==> src/rtl/iot_pkg.sv <==
package iot_pkg;
  localparam int DEV_CNT = 2;
  localparam int DATA_W  = 8;
  localparam int SEL_W   = (DEV_CNT > 1) ? $clog2(DEV_CNT) : 1;
  localparam int FIELD_W = 5;
  // command field bit positions (decoded by the core's instruction format)
  localparam int B_SKIP = 0;
  localparam int B_XFER = 1;
  localparam int B_CLR  = 2;
  localparam int B_DEV  = 3;
  localparam int B_DIR  = 4;

  typedef struct packed {
    logic [DEV_CNT-1:0] inClr;
    logic [DEV_CNT-1:0] outClr;
    logic [DEV_CNT-1:0] outLoad;
    logic [SEL_W-1:0]   devSel;
  } iotStrobes_t;
endpackage

==> src/rtl/iot_ctrl.sv <==
module iot_ctrl
  import iot_pkg::*;
(
  input  logic               iotValid,
  input  logic [FIELD_W-1:0] iotField,
  input  logic [DEV_CNT-1:0] inReady,
  input  logic [DEV_CNT-1:0] outReady,
  output iotStrobes_t        strobes,
  output logic               skipReq,
  output logic               acLoad,
  output logic               acClear
);
  logic               dirOut;
  logic [SEL_W-1:0]   sel;
  logic [DEV_CNT-1:0] devHot;

  always_comb begin
    dirOut = iotField[B_DIR];
    sel    = iotField[B_DEV +: SEL_W];
    devHot = iotValid ? (DEV_CNT'(1) << sel) : '0;

    strobes.devSel  = sel;
    strobes.inClr   = (!dirOut && iotField[B_CLR])  ? devHot : '0;
    strobes.outClr  = ( dirOut && iotField[B_CLR])  ? devHot : '0;
    strobes.outLoad = ( dirOut && iotField[B_XFER]) ? devHot : '0;

    skipReq = iotValid && iotField[B_SKIP] &&
              (dirOut ? outReady[sel] : inReady[sel]);
    acLoad  = iotValid && !dirOut && iotField[B_XFER];
    acClear = iotValid &&  dirOut && iotField[B_XFER];
  end
endmodule

==> src/rtl/iot_dpath.sv <==
module iot_dpath
  import iot_pkg::*;
(
  input  logic                      clk,
  input  logic                      rstN,
  input  iotStrobes_t               strobes,
  input  logic [DATA_W-1:0]         acIn,
  input  logic [DEV_CNT*DATA_W-1:0] inData,
  input  logic [DEV_CNT-1:0]        inReadySet,
  input  logic [DEV_CNT-1:0]        outReadySet,
  output logic [DATA_W-1:0]         acData,
  output logic [DATA_W-1:0]         outData,
  output logic [DEV_CNT-1:0]        outStrobe,
  output logic [DEV_CNT-1:0]        inReady,
  output logic [DEV_CNT-1:0]        outReady
);
  // per-device flags: a device event wins over a software clear
  for (genvar d = 0; d < DEV_CNT; d++) begin : g_flag
    always_ff @(posedge clk) begin
      if (!rstN)                  inReady[d] <= 1'b0;
      else if (inReadySet[d])     inReady[d] <= 1'b1;
      else if (strobes.inClr[d])  inReady[d] <= 1'b0;
    end
    always_ff @(posedge clk) begin
      if (!rstN)                  outReady[d] <= 1'b0;
      else if (outReadySet[d])    outReady[d] <= 1'b1;
      else if (strobes.outClr[d]) outReady[d] <= 1'b0;
    end
  end

  always_ff @(posedge clk) begin
    if (!rstN) begin
      outData   <= '0;
      outStrobe <= '0;
    end else begin
      outStrobe <= strobes.outLoad;
      if (|strobes.outLoad) outData <= acIn;
    end
  end

  assign acData = inData[strobes.devSel*DATA_W +: DATA_W];
endmodule

==> src/rtl/iot_flag_unit.sv <==
module iot_flag_unit
  import iot_pkg::*;
(
  input  logic                      clk,
  input  logic                      rstN,
  input  logic                      iotValid,
  input  logic [FIELD_W-1:0]        iotField,
  input  logic [DATA_W-1:0]         acIn,
  output logic                      skipReq,
  output logic                      acLoad,
  output logic [DATA_W-1:0]         acData,
  output logic                      acClear,
  input  logic [DEV_CNT*DATA_W-1:0] inData,
  input  logic [DEV_CNT-1:0]        inReadySet,
  input  logic [DEV_CNT-1:0]        outReadySet,
  output logic [DATA_W-1:0]         outData,
  output logic [DEV_CNT-1:0]        outStrobe,
  output logic [DEV_CNT-1:0]        inReady,
  output logic [DEV_CNT-1:0]        outReady
);
  iotStrobes_t strobes;

  iot_ctrl u_ctrl (
    .iotValid (iotValid),
    .iotField (iotField),
    .inReady  (inReady),
    .outReady (outReady),
    .strobes  (strobes),
    .skipReq  (skipReq),
    .acLoad   (acLoad),
    .acClear  (acClear)
  );

  iot_dpath u_dpath (
    .clk         (clk),
    .rstN        (rstN),
    .strobes     (strobes),
    .acIn        (acIn),
    .inData      (inData),
    .inReadySet  (inReadySet),
    .outReadySet (outReadySet),
    .acData      (acData),
    .outData     (outData),
    .outStrobe   (outStrobe),
    .inReady     (inReady),
    .outReady    (outReady)
  );
endmodule

==> config.mk <==
export PLATFORM = sky130hd
export DESIGN_NAME = iot_flag_unit
export DESIGN_NICKNAME = d
export VERILOG_FILES = /design/src/rtl/iot_pkg.sv /design/src/rtl/iot_ctrl.sv /design/src/rtl/iot_dpath.sv /design/src/rtl/iot_flag_unit.sv
export SDC_FILE = /design/constraint.sdc
export NUM_CORES = 1
export LEC_CHECK = 0
export ABC_AREA = 1
export BUFFER_PORTS_ARGS = -buffer_cell sky130_fd_sc_hd__buf_4
export CAP_MARGIN = 20
export CELL_PAD_IN_SITES_DETAIL_PLACEMENT = 0
export CELL_PAD_IN_SITES_GLOBAL_PLACEMENT = 1
export CORE_ASPECT_RATIO = 1.5
export CORE_MARGIN = 2
export CORE_UTILIZATION = 25
export CTS_CLUSTER_SIZE = 24
export DETAILED_ROUTE_END_ITERATION = 10
export GPL_ROUTABILITY_DRIVEN = 0
export MAX_ROUTING_LAYER = met4
export PLACE_DENSITY_LB_ADDON = 0.1
export SLEW_MARGIN = 30
export SYNTH_ARGS = -nofsm -noshare
export SYNTH_HDL_FRONTEND = slang
export SYNTH_HIERARCHICAL = 1
export SYNTH_SLANG_ARGS = --single-unit
==> constraint.sdc <==
create_clock -name clk -period 2.1 [get_ports clk]
set_clock_uncertainty 0.15 [all_clocks]
set_input_delay 0.315 -clock clk [delete_from_list [all_inputs] [get_ports clk]]
set_output_delay 0.315 -clock clk [all_outputs]
set_load 0.005 [all_outputs]
==> results by group, run 1 <==
Run status
  • Status: complete, no violations

Power and ir drop
  • Leakage power: 0.744 nW
  • Internal power summed over all cells: 544 uW
  • Proportion of total power due to net switching: 23.6%
  • Pwr Density: 557 nW/um^2
  • Proportion of power drawn by the clock network: 36.2%
  • Proportion of power drawn by flip-flops and latches: 40.8%
  • Peak supply drop: 0.341 mV
  • Combinational power share: 22.9%
  • Switch Pwr: 168 uW

Worst setup path
  • Worst path slowest cell: dfxtp_1
  • CP Depth: 5
  • Dominant delay contributor by cell family on the critical path: flip-flops
  • Worst r2r path cells: 4
  • End point of the critical path: skipReq
  • Class of the most critical setup path: flip-flop to output pin
  • Critical Path End Type: output pin
  • Setup crit start: u_dpath/inReady[1]$_SDFFE_PN0P_
  • Critical Path Most Common Cell: nand2_1
  • FF-to-FF Start: u_dpath/outData[0]$_SDFFE_PN0P_
  • FF-to-FF setup slack: 1320 ps
  • Arrival time at the worst endpoint: 980 ps
  • Slowest Stage Delay on Critical Path: 350 ps
  • Buffer and inverter count on the worst path: 1
  • Reg-to-reg critical path endpoint: u_dpath/outData[0]$_SDFFE_PN0P_
  • Startpoint type of the worst setup path: flip-flop
  • Critical-path maximum fanout: 3
  • Critical Path RT: 1630 ps
  • Worst-path cell chain: nand2_1 -> nand3_1 -> nand2_1 -> nor2_1 -> buf_4

Logic synthesis
  • Area fraction of the dominant cell type after synthesis: 37.3%
  • Flop and latch count out of synthesis: 14
  • Most instantiated library cell after synthesis: nand2_1
  • Count of cell types in the netlist: 13
  • Share of flip-flops with an asynchronous set or reset after synthesis: 0%
  • Most common flop cell mapped by yosys: dfxtp_1
  • Net count after synthesis: 163
  • Leading area contributor after synthesis: dfxtp_1
  • Number of enable flip-flop cells after synthesis: 0
  • Top cells by count, synth: 34 x nand2_1, 29 x inv_1, 23 x nor2_1, 14 x dfxtp_1
  • Largest cells by area after synthesis: dfxtp_1 37%, nand2_1 17%, inv_1 14%
  • Sequential area share after synthesis: 37.3%
  • Synth Instances: 127
  • Count of warnings emitted by yosys: 6
  • Mapped Avg Cell Area: 5.92 um^2
  • Post-Synthesis Cell Area: 752 um^2

Drt
  • Detailed-route wire length per cell: 9.06 um
  • Post-detailed-route count of antenna-violating nets: 0
  • Drt first pass iters: 3
  • Detailed-route wire length: 2.05 mm
  • Via-per-instance ratio: 4.07
  • Vias after detailed routing: 920
  • Count of routing violations after the opening detailed-route iteration: 12
  • DRC violation count after routing: 0

STA
  • Time the worst path needs with I/O delays and setup: 1450 ps
  • Setup violation total in the final timing report: 0
  • Max Clock Freq: 691 MHz
  • Total count of max-transition violations in the final report: 0
  • Slew of the pin with the lowest slew margin: 448 ps
  • Final number of hold-violating endpoints: 0
  • Max-Slew Margin vs Limit: 69.9%
  • Period utilization: 68.9%
  • RSZ-0062 raised after global routing: no
  • Worst hold slack: 126 ps
  • Setup tns final: 0 ps

Finish
  • Core occupancy in the finished layout: 44.3%
  • Share of post-route cells with drive strength above 1: 35.3%
  • Antenna Cells: 0
  • Area growth, synth to finish: 69.9%
  • # nets final: 224

Run
  • Max cap viols: 0

Floorplanning
  • Standard-cell row count: 24
  • Top-Level Pins: 61
  • Floorplan die area: 3470 um^2
  • Core region area: 2880 um^2
  • Initial Utilization: 26.1%
  • Die extent in y: 71.2 um
  • Die width: 48.8 um

Clocking
  • TritonCTS sink count: 14
  • Number of buffers created by CTS: 3
  • Clk Latency, worst-skew pair: 240 ps
  • H-Tree Level Count: 1
  • Clock root cell: clkbuf_8
  • Setup fix buffers added after clock tree synthesis: 0
  • Bufs on Longest Clock Path: 2
  • Post-cts resize count: 0
  • CTS Hold Bufs: 0
  • Clock tree from TritonCTS: built
  • Clock edge transition at the registers on the reported setup and hold paths: 50 ps

Global routing
  • Number of antenna violations at the first check in global routing: 0
  • Overall overflow remaining after global route: 0
  • Wire length of the first global-routing pass: 3.46 mm
  • Total global routing track utilization: 12.7%
  • Largest net degree at the start of global routing: 22
  • Vias in the first global route: 844

Placed design
  • Detailed placement HPWL: 1.66 mm
  • Count of input and output buffers: 60

Worst hold path
  • Tightest Hold Check Type: input port to flip-flop
## power by group through the flow
stage                     registers, mW  clock network (mW)  logic (mW)
after CTS                         0.291               0.265       0.167
after detailed placement          0.296                   0       0.166
after floorplan                   0.297                   0      0.0627
after global placement            0.296                   0       0.165
final                             0.291               0.258       0.163
after global routing              0.292               0.280       0.187
## worst min-delay path by stage
stage	endpoint	slack, ps	start	cells after the start
6_report	u_dpath/outReady[1]$_SDFFE_PN0P_	130	outReadySet[1]	3
5_1_grt	u_dpath/outData[6]$_SDFFE_PN0P_	150	acIn[6]	3
4_1_cts	u_dpath/outReady[1]$_SDFFE_PN0P_	130	outReadySet[1]	3
3_5_place_dp	u_dpath/outData[2]$_SDFFE_PN0P_	350	u_dpath/outData[2]$_SDFFE_PN0P_	4
3_3_place_gp	u_dpath/outReady[0]$_SDFFE_PN0P_	350	u_dpath/outReady[0]$_SDFFE_PN0P_	2
2_1_floorplan	u_dpath/inReady[0]$_SDFFE_PN0P_	280	inReadySet[0]	2
## worst reg2reg max path: cells and delay by family, from the launching register on
family | cells | cell delay [ps]
buffers and inverters | 1 | 40
DFF | 1 | 330
and+or+nand+nor | 3 | 190
## flip-flops by register name (all words and copies together) (netlist names)
register and cells:
u_dpath/outReady 2, u_dpath/outData 8, u_dpath/inReady 2, u_dpath/outStrobe 2
## kinds of logic after synthesis
family / synth area share, %
simple gates: 35.9
buf+inv: 18.8
compound gates: 7.99
flops: 37.3
## cells in the final DEF (no fill, tap or decap), types with 4 or more instances in the layout
cell type,instances
buf_4,60
nor2_1,23
nand2_1,34
inv_1,29
o21ai_0,8
nor3_1,8
a21oi_1,4
clkbuf_8,4
dfxtp_1,14
## layer usage
metal,global-route usage [%],routed length [um]
met1,14.5,808
met2,20.4,969
met3,4.64,240
met4,4.76,30
met5,-,0
## cell type report
cell class              count  area, um^2
clock buffers               4        55.1
fillers                   343        1610
inverters                  30         113
multi-input cells          79         330
flip-flops and latches     14         280
well taps                  39        48.8
repair buffers             60         450
## per-stage QoR
step | cell area (um^2) | instances | total power [mW] | worst slack [ps]
after global placement | 1220 | 222 | 0.461 | 523
final | 1280 | 226 | 0.712 | 653
after CTS | 1280 | 226 | 0.723 | 627
after detailed placement | 1220 | 222 | 0.463 | 458
after global routing | 1280 | 226 | 0.759 | 547
after floorplan | 752 | 127 | 0.360 | 760
No activity file was read; power rests on OpenSTA's default activity.
==> run 2: changes to the inputs <==
--- a/config.mk
+++ b/config.mk
@@ -12,7 +12,7 @@
 export CELL_PAD_IN_SITES_GLOBAL_PLACEMENT = 1
 export CORE_ASPECT_RATIO = 1.5
 export CORE_MARGIN = 2
-export CORE_UTILIZATION = 25
+export CORE_UTILIZATION = 21
 export CTS_CLUSTER_SIZE = 24
 export DETAILED_ROUTE_END_ITERATION = 10
 export GPL_ROUTABILITY_DRIVEN = 0
==> constraint.sdc (replaced) <==
create_clock -name clk -period 1.19 [get_ports clk]
set_clock_uncertainty 0.15 [all_clocks]
set_input_delay 0.1785 -clock clk [delete_from_list [all_inputs] [get_ports clk]]
set_output_delay 0.1785 -clock clk [all_outputs]
set_load 0.005 [all_outputs]
==> run 2 against run 1 <==
Net effect: the run now ends with negative setup slack left; combinational power increased by 110%; final cell count increased by 7.1%; sequential share of layout area decreased by 1.5 points; sequential power increased by 76%; register-to-register slack got worse by 1000 ps; power increased by 72%; die area increased by 18%; routed wire length increased by 12%; largest cell class unchanged.
==> results by group, run 2 (same netlist as run 1, synthesis figures left out) <==
Worst setup path
  • FF-to-FF Start: u_dpath/outReady[0]$_SDFFE_PN0P_
  • Critical Path RT: 860 ps (-770 ps)
  • Class of the most critical setup path: flip-flop to output pin
  • Setup crit start: u_dpath/inReady[1]$_SDFFE_PN0P_
  • Startpoint type of the worst setup path: flip-flop
  • Critical-path maximum fanout: 2 (-1)
  • Critical Path End Type: output pin
  • Arrival time at the worst endpoint: 930 ps (-50 ps)

Floorplanning
  • Die extent in y: 77.3 um (+8.6%)
  • Core region area: 3420 um^2 (+18%)
  • Initial Utilization: 22.0% (-4.1 points)
  • Top-Level Pins: 61 (unchanged)
  • Die width: 52.9 um (+8.4%)
  • Standard-cell row count: 26 (+8.3%)
  • Floorplan die area: 4090 um^2 (+18%)

Run status
  • Failing checks: negative setup slack
  • Status: finished with violations

Worst hold path
  • Origin of the worst min-delay path: acIn[4]
  • Tightest Hold Check Type: input port to flip-flop

STA
  • Final number of hold-violating endpoints: 0 (unchanged)
  • RSZ-0062 raised after global routing: yes
  • Total count of max-transition violations in the final report: 0 (unchanged)
  • Max Clock Freq: 794 MHz
  • Period utilization: 106%
  • Setup violation total in the final timing report: 1 (+1)
  • Time the worst path needs with I/O delays and setup: 1260 ps
  • Max-Slew Margin vs Limit: 77.3% (+7.4 points)
  • Worst hold slack: 4.12 ps (-122 ps)
  • Smallest setup slack after layout: -69.6 ps (-723 ps)
  • Slew of the pin with the lowest slew margin: 340 ps (-109 ps)

Finish
  • Area growth, synth to finish: 85.9%
  • Combined flip-flop and latch cell area: 285 um^2 (+1.8%)
  • Share of post-route cells with drive strength above 1: 40.5% (+5.2 points)
  • Combined area of the multi-input logic cells: 340 um^2 (+3.0%)
  • Antenna Cells: 0 (unchanged)
  • Largest Register: u_dpath/outData
  • Final std cells w/o fill: 242 (+7.1%)
  • Number of fill cells: 399 (+16%)
  • Commonest non-fill, non-tap cell in the layout: buf_4
  • Flip-flop count of the largest register after layout: 8 (unchanged)
  • # nets final: 238 (+6.3%)
  • Commonest non-fill, non-tap cells in the layout: 70 x buf_4, 34 x nand2_1, 29 x inv_1, 23 x nor2_1, 10 x dfxtp_1

Power and ir drop
  • Leakage power: 0.804 nW (+8.1%)
  • Peak supply drop: 0.690 mV (+100%)
  • Pwr Density: 877 nW/um^2 (+57%)
  • Power after layout: 1.23 mW (+72%)

Clocking
  • Clock tree from TritonCTS: built
  • Clock root cell: clkbuf_8
  • H-Tree Level Count: 1 (unchanged)
  • Clock edge transition at the registers on the reported setup and hold paths: 60 ps (about the same)
  • Clk Latency, worst-skew pair: 240 ps (about the same)
  • TritonCTS sink count: 14 (unchanged)
  • Number of buffers created by CTS: 3 (unchanged)
  • Bufs on Longest Clock Path: 2 (unchanged)

Global routing
  • Vias in the first global route: 878 (+4.0%)
  • Total global routing track utilization: 12.2% (-0.58 points)
  • Overall overflow remaining after global route: 0 (unchanged)
  • Largest net degree at the start of global routing: 20 (-9.1%)
  • Wire length of the first global-routing pass: 3.68 mm (+6.6%)
  • Number of antenna violations at the first check in global routing: 0 (unchanged)

Run
  • Max cap viols: 0 (unchanged)

Drt
  • Drt first pass iters: 2 (-1)
  • Post-detailed-route count of antenna-violating nets: 0 (unchanged)
  • DRC violation count after routing: 0 (unchanged)
  • Detailed-route wire length per cell: 9.49 um (+4.7%)
  • Count of routing violations after the opening detailed-route iteration: 8 (-4)
  • Vias after detailed routing: 967 (+5.1%)
  • Via-per-instance ratio: 4.00 (-1.8%)
  • Detailed-route wire length: 2.30 mm (+12%)

Placed design
  • Detailed placement HPWL: 1.84 mm (+11%)
  • Count of input and output buffers: 60 (unchanged)
  • Dpl cells: 232 (+4.5%)
==> run 2: worst max-delay path: stages (launching register included) <==
cell and delay (ps):
dfxtp_2 320, nand2_1 50, nand3_1 60, nand2_1 50, nor2_1 90, buf_4 110
==> run 2: final timing paths <==
check | end | slack, ps | cells past startpoint
max | skipReq | -70 | 5
min | u_dpath/outData[4]$_SDFFE_PN0P_ | 4 | 3
max reg2reg | u_dpath/outReady[0]$_SDFFE_PN0P_ | 310 | 3
min reg2reg | u_dpath/outReady[1]$_SDFFE_PN0P_ | 350 | 2
==> run 2: cell type report <==
| cell class | count | area share, % |
|---|---|---|
| clock buffers | 3 | 2.95 |
| inverters | 30 | 8.06 |
| multi-input cells | 79 | 24.4 |
| flip-flops and latches | 14 | 20.4 |
| well taps | 42 | 3.76 |
| repair buffers | 74 | 40.5 |
==> run 2: metal layers <==
layer | GRT usage, % | vias to the layer above | routed length, um
met5 | - | - | 0
met4 | 6.15 | 0 | 23
met3 | 2.33 | 2 | 227
met2 | 21.0 | 41 | 1200
met1 | 12.5 | 408 | 846
li1 | - | 516 | -
==> run 2: power by group <==
group          internal (mW)  switching [mW]
logic                  0.202           0.133
clock network          0.223           0.156
registers              0.499          0.0140
==> run 2: what timing repair did <==
action,in CTS,in global routing
pin swaps,0,3
endpoints found under the setup margin,1,5
resized for setup,4,1
hold endpoints to repair,4,0
buffers inserted,2,1
hold buffers,4,0
==> run 2: through the flow <==
step                util, %  setup slack (ps)  setup TNS, ps  area, um^2
floorplan                 -              98.5              0         762
global placement       37.7             -45.4           -330        1290
detailed placement     37.7             -92.4           -651        1290
CTS                    40.7             -96.6          -96.6        1390
global route           40.9              -157           -161        1400
finish                 40.9             -69.6          -69.6        1400
==> run 3: changes to the inputs <==
--- a/config.mk
+++ b/config.mk
@@ -5,14 +5,14 @@
 export SDC_FILE = /design/constraint.sdc
 export NUM_CORES = 1
 export LEC_CHECK = 0
-export ABC_AREA = 1
+export ABC_AREA = 0
 export BUFFER_PORTS_ARGS = -buffer_cell sky130_fd_sc_hd__buf_4
 export CAP_MARGIN = 20
 export CELL_PAD_IN_SITES_DETAIL_PLACEMENT = 0
 export CELL_PAD_IN_SITES_GLOBAL_PLACEMENT = 1
 export CORE_ASPECT_RATIO = 1.5
 export CORE_MARGIN = 2
-export CORE_UTILIZATION = 21
+export CORE_UTILIZATION = 23
 export CTS_CLUSTER_SIZE = 24
 export DETAILED_ROUTE_END_ITERATION = 10
 export GPL_ROUTABILITY_DRIVEN = 0
==> run 3 against run 2 <==
Net effect: the run still ends with negative setup slack left; core utilization is 6.0 points higher; power increased by 7.5%; combinational power is 6.3% higher; sequential power shrank 2%; via count down 12%; sequential cell count stayed put; critical path depth decreased by 2; cell area increased by 5.0%; synthesized area is 1.0% lower; highest routed layer unchanged.
==> results by group, run 3 <==
Drt
  • Count of routing violations after the opening detailed-route iteration: 7 (-1)
  • Via-per-instance ratio: 4.52 (+13%)
  • Detailed-route wire length per cell: 12.6 um (+33%)
  • Drt first pass iters: 4 (+2)
  • DRC violation count after routing: 0 (unchanged)
  • Post-detailed-route count of antenna-violating nets: 0 (unchanged)
  • Detailed-route wire length: 2.38 mm (+3.7%)
  • Vias after detailed routing: 854 (-12%)

Logic synthesis
  • Synth Instances: 77 (-39%)
  • Top cells by count, synth: 14 x dfxtp_1, 9 x nand2_1, 8 x mux2_2, 8 x o211ai_1, 8 x o21ai_2
  • Largest cells by area after synthesis: dfxtp_1 38%, mux2_2 12%, o21ai_2 9.4%
  • Mapped Avg Cell Area: 9.67 um^2 (+63%)
  • Count of cell types in the netlist: 21 (+8)
  • Sequential area share after synthesis: 37.6% (+0.38 points)
  • Share of flip-flops with an asynchronous set or reset after synthesis: 0% (unchanged)
  • Most instantiated library cell after synthesis: dfxtp_1
  • Count of warnings emitted by yosys: 6 (unchanged)
  • Most common flop cell mapped by yosys: dfxtp_1
  • Post-Synthesis Cell Area: 744 um^2 (-1.0%)
  • Net count after synthesis: 113 (-31%)
  • Leading area contributor after synthesis: dfxtp_1
  • Number of enable flip-flop cells after synthesis: 0 (unchanged)
  • Flop and latch count out of synthesis: 14 (unchanged)
  • Area fraction of the dominant cell type after synthesis: 37.6% (+0.38 points)

Global routing
  • Number of antenna violations at the first check in global routing: 0 (unchanged)
  • Largest net degree at the start of global routing: 23 (+15%)
  • Wire length of the first global-routing pass: 3.77 mm (+2.4%)
  • Overall overflow remaining after global route: 0 (unchanged)
  • Vias in the first global route: 864 (-1.6%)
  • Total global routing track utilization: 13.4% (+1.2 points)

Worst setup path
  • Class of the most critical setup path: flip-flop to output pin
  • Arrival time at the worst endpoint: 1290 ps (+360 ps)
  • Critical Path End Type: output pin
  • Startpoint type of the worst setup path: flip-flop
  • CP Depth: 3 (-2)
  • Critical-path maximum fanout: 2 (unchanged)
  • Dominant delay contributor by cell family on the critical path: multiplexers
  • Critical Path RT: 860 ps (about the same)
  • Worst path slowest cell: mux4_2
  • Slowest Stage Delay on Critical Path: 460 ps (+140 ps)
  • Worst r2r path cells: 3 (unchanged)
  • Worst-path cell chain: mux4_2 -> and3_4 -> buf_6
  • Buffer and inverter count on the worst path: 1 (unchanged)

Finish
  • Flip-flop count of the largest register after layout: 8 (unchanged)
  • Share of post-route cells with drive strength above 1: 67.1% (+27 points)
  • Largest Register: u_dpath/outData
  • Commonest non-fill, non-tap cell in the layout: buf_4
  • # nets final: 186 (-22%)
  • Commonest non-fill, non-tap cells in the layout: 64 x buf_4, 13 x dfxtp_1, 9 x nand2_1, 8 x o211ai_1, 8 x o21ai_2
  • Core occupancy in the finished layout: 46.9% (+6.0 points)
  • Antenna Cells: 0 (unchanged)
  • Area growth, synth to finish: 97.1%

Clocking
  • H-Tree Level Count: 1 (unchanged)
  • Clock tree from TritonCTS: built
  • Number of buffers created by CTS: 3 (unchanged)
  • Bufs on Longest Clock Path: 2 (unchanged)
  • TritonCTS sink count: 14 (unchanged)
  • Clock root cell: clkbuf_8
  • Clock edge transition at the registers on the reported setup and hold paths: 60 ps (about the same)
  • Clk Latency, worst-skew pair: 240 ps (about the same)
  • Setup fix buffers added after clock tree synthesis: 0 (-2)

Floorplanning
  • Die width: 50.5 um (-4.6%)
  • Die extent in y: 73.7 um (-4.7%)
  • Top-Level Pins: 61 (unchanged)
  • Initial Utilization: 23.8% (+1.8 points)
  • Standard-cell row count: 25 (-3.8%)
  • Core region area: 3130 um^2 (-8.4%)
  • Floorplan die area: 3720 um^2 (-9.0%)

Power and ir drop
  • Power after layout: 1.32 mW (+7.5%)
  • Leakage power: 0.713 nW (-11%)
  • Peak supply drop: 0.853 mV (+24%)
  • Pwr Density: 898 nW/um^2 (+2.4%)

STA
  • Max Clock Freq: 616 MHz (-22%)
  • Slew of the pin with the lowest slew margin: 212 ps (-128 ps)
  • Total count of max-transition violations in the final report: 0 (unchanged)
  • Final number of hold-violating endpoints: 0 (unchanged)
  • Setup violation total in the final timing report: 1 (unchanged)
  • Time the worst path needs with I/O delays and setup: 1620 ps (+363 ps)
  • Max-Slew Margin vs Limit: 85.9% (+8.6 points)
  • Period utilization: 136% (+30 points)
  • Smallest setup slack after layout: -432 ps (-363 ps)
  • RSZ-0062 raised after global routing: yes

Run status
  • Failing checks: negative setup slack
  • Status: finished with violations

Placed design
  • Detailed placement HPWL: 1.75 mm (-4.9%)
  • Count of input and output buffers: 60 (unchanged)

Worst hold path
  • Number of instances on the worst hold path: 2 (-1)
  • Tightest Hold Check Type: input port to flip-flop

Run
  • Max cap viols: 0 (unchanged)
-- run 3: layer usage --
metal | global-route usage (%) | up-vias | wire, um
li1 | - | 411 | -
met1 | 13.5 | 391 | 872
met2 | 24.3 | 48 | 1230
met3 | 3.46 | 4 | 249
met4 | 5.41 | 0 | 29
met5 | - | - | 0
-- run 3: cells by family (layout without fill, tap and decap cells) --
| logic type | count (synthesis) | in the layout | share of synthesized area, % |
|---|---|---|---|
| AND/OR/NAND/NOR | 26 | 26 | 18.3 |
| AO/OA/AOI/OAI | 20 | 20 | 21.5 |
| buffers and inverters | 8 | 80 | 7.39 |
| flip-flops | 14 | 14 | 37.6 |
| multiplexers | 9 | 9 | 15.1 |
-- run 3: through the flow --
stage          instances  setup WS, ps  instance area, um^2  setup TNS [ps]  hold WS [ps]
2_1_floorplan         77          -138                  759           -1150           152
6_report             189          -432                 1470            -432          10.9
3_3_place_gp         181          -241                 1290           -2910           239
3_5_place_dp         181          -272                 1290           -3140           245
5_1_grt              189          -464                 1470            -474          15.9
4_1_cts              189          -436                 1440            -436          16.9
-- run 3: where the power goes --
| group | switching (mW) | internal (mW) |
|---|---|---|
| logic | 0.113 | 0.242 |
| clock network | 0.167 | 0.293 |
| registers | 0.0114 | 0.491 |
| total | 0.292 | 1.03 |
-- run 3: final timing paths --
path                                     from                         endpoint  slack (ps)
max          u_dpath/outReady[1]$_SDFFE_PN0P_                          skipReq        -430
min                             inReadySet[1]  u_dpath/inReady[1]$_SDFFE_PN0P_          10
max reg2reg   u_dpath/inReady[1]$_SDFFE_PN0P_  u_dpath/inReady[1]$_SDFFE_PN0P_         200
min reg2reg   u_dpath/outData[3]$_SDFFE_PN0P_  u_dpath/outData[3]$_SDFFE_PN0P_         330
-- run 3: cell type report --
| type | instances | area (um^2) |
|---|---|---|
| repair buffers | 75 | 629 |
| multi-input cells | 55 | 448 |
| clock buffers | 4 | 55.1 |
| inverters | 1 | 3.75 |
| fillers | 325 | 1660 |
| flip-flops and latches | 14 | 282 |
| well taps | 40 | 50.0 |
-- run 3: what timing repair did --
| item | CTS | global route |
|---|---|---|
| hold buffers | 3 | 0 |
| pin swaps | 0 | 1 |
| cloned | 1 | 0 |
| endpoints found under the setup margin | 17 | 6 |
| hold endpoints to repair | 3 | 0 |
| gates resized for setup | 11 | 8 |
-- run 3: worst register-to-register path, stage by stage, from the launching register on --
cell     delay (ps)
dfxtp_1         320
buf_4           130
nor2b_1         120
o21a_1          170
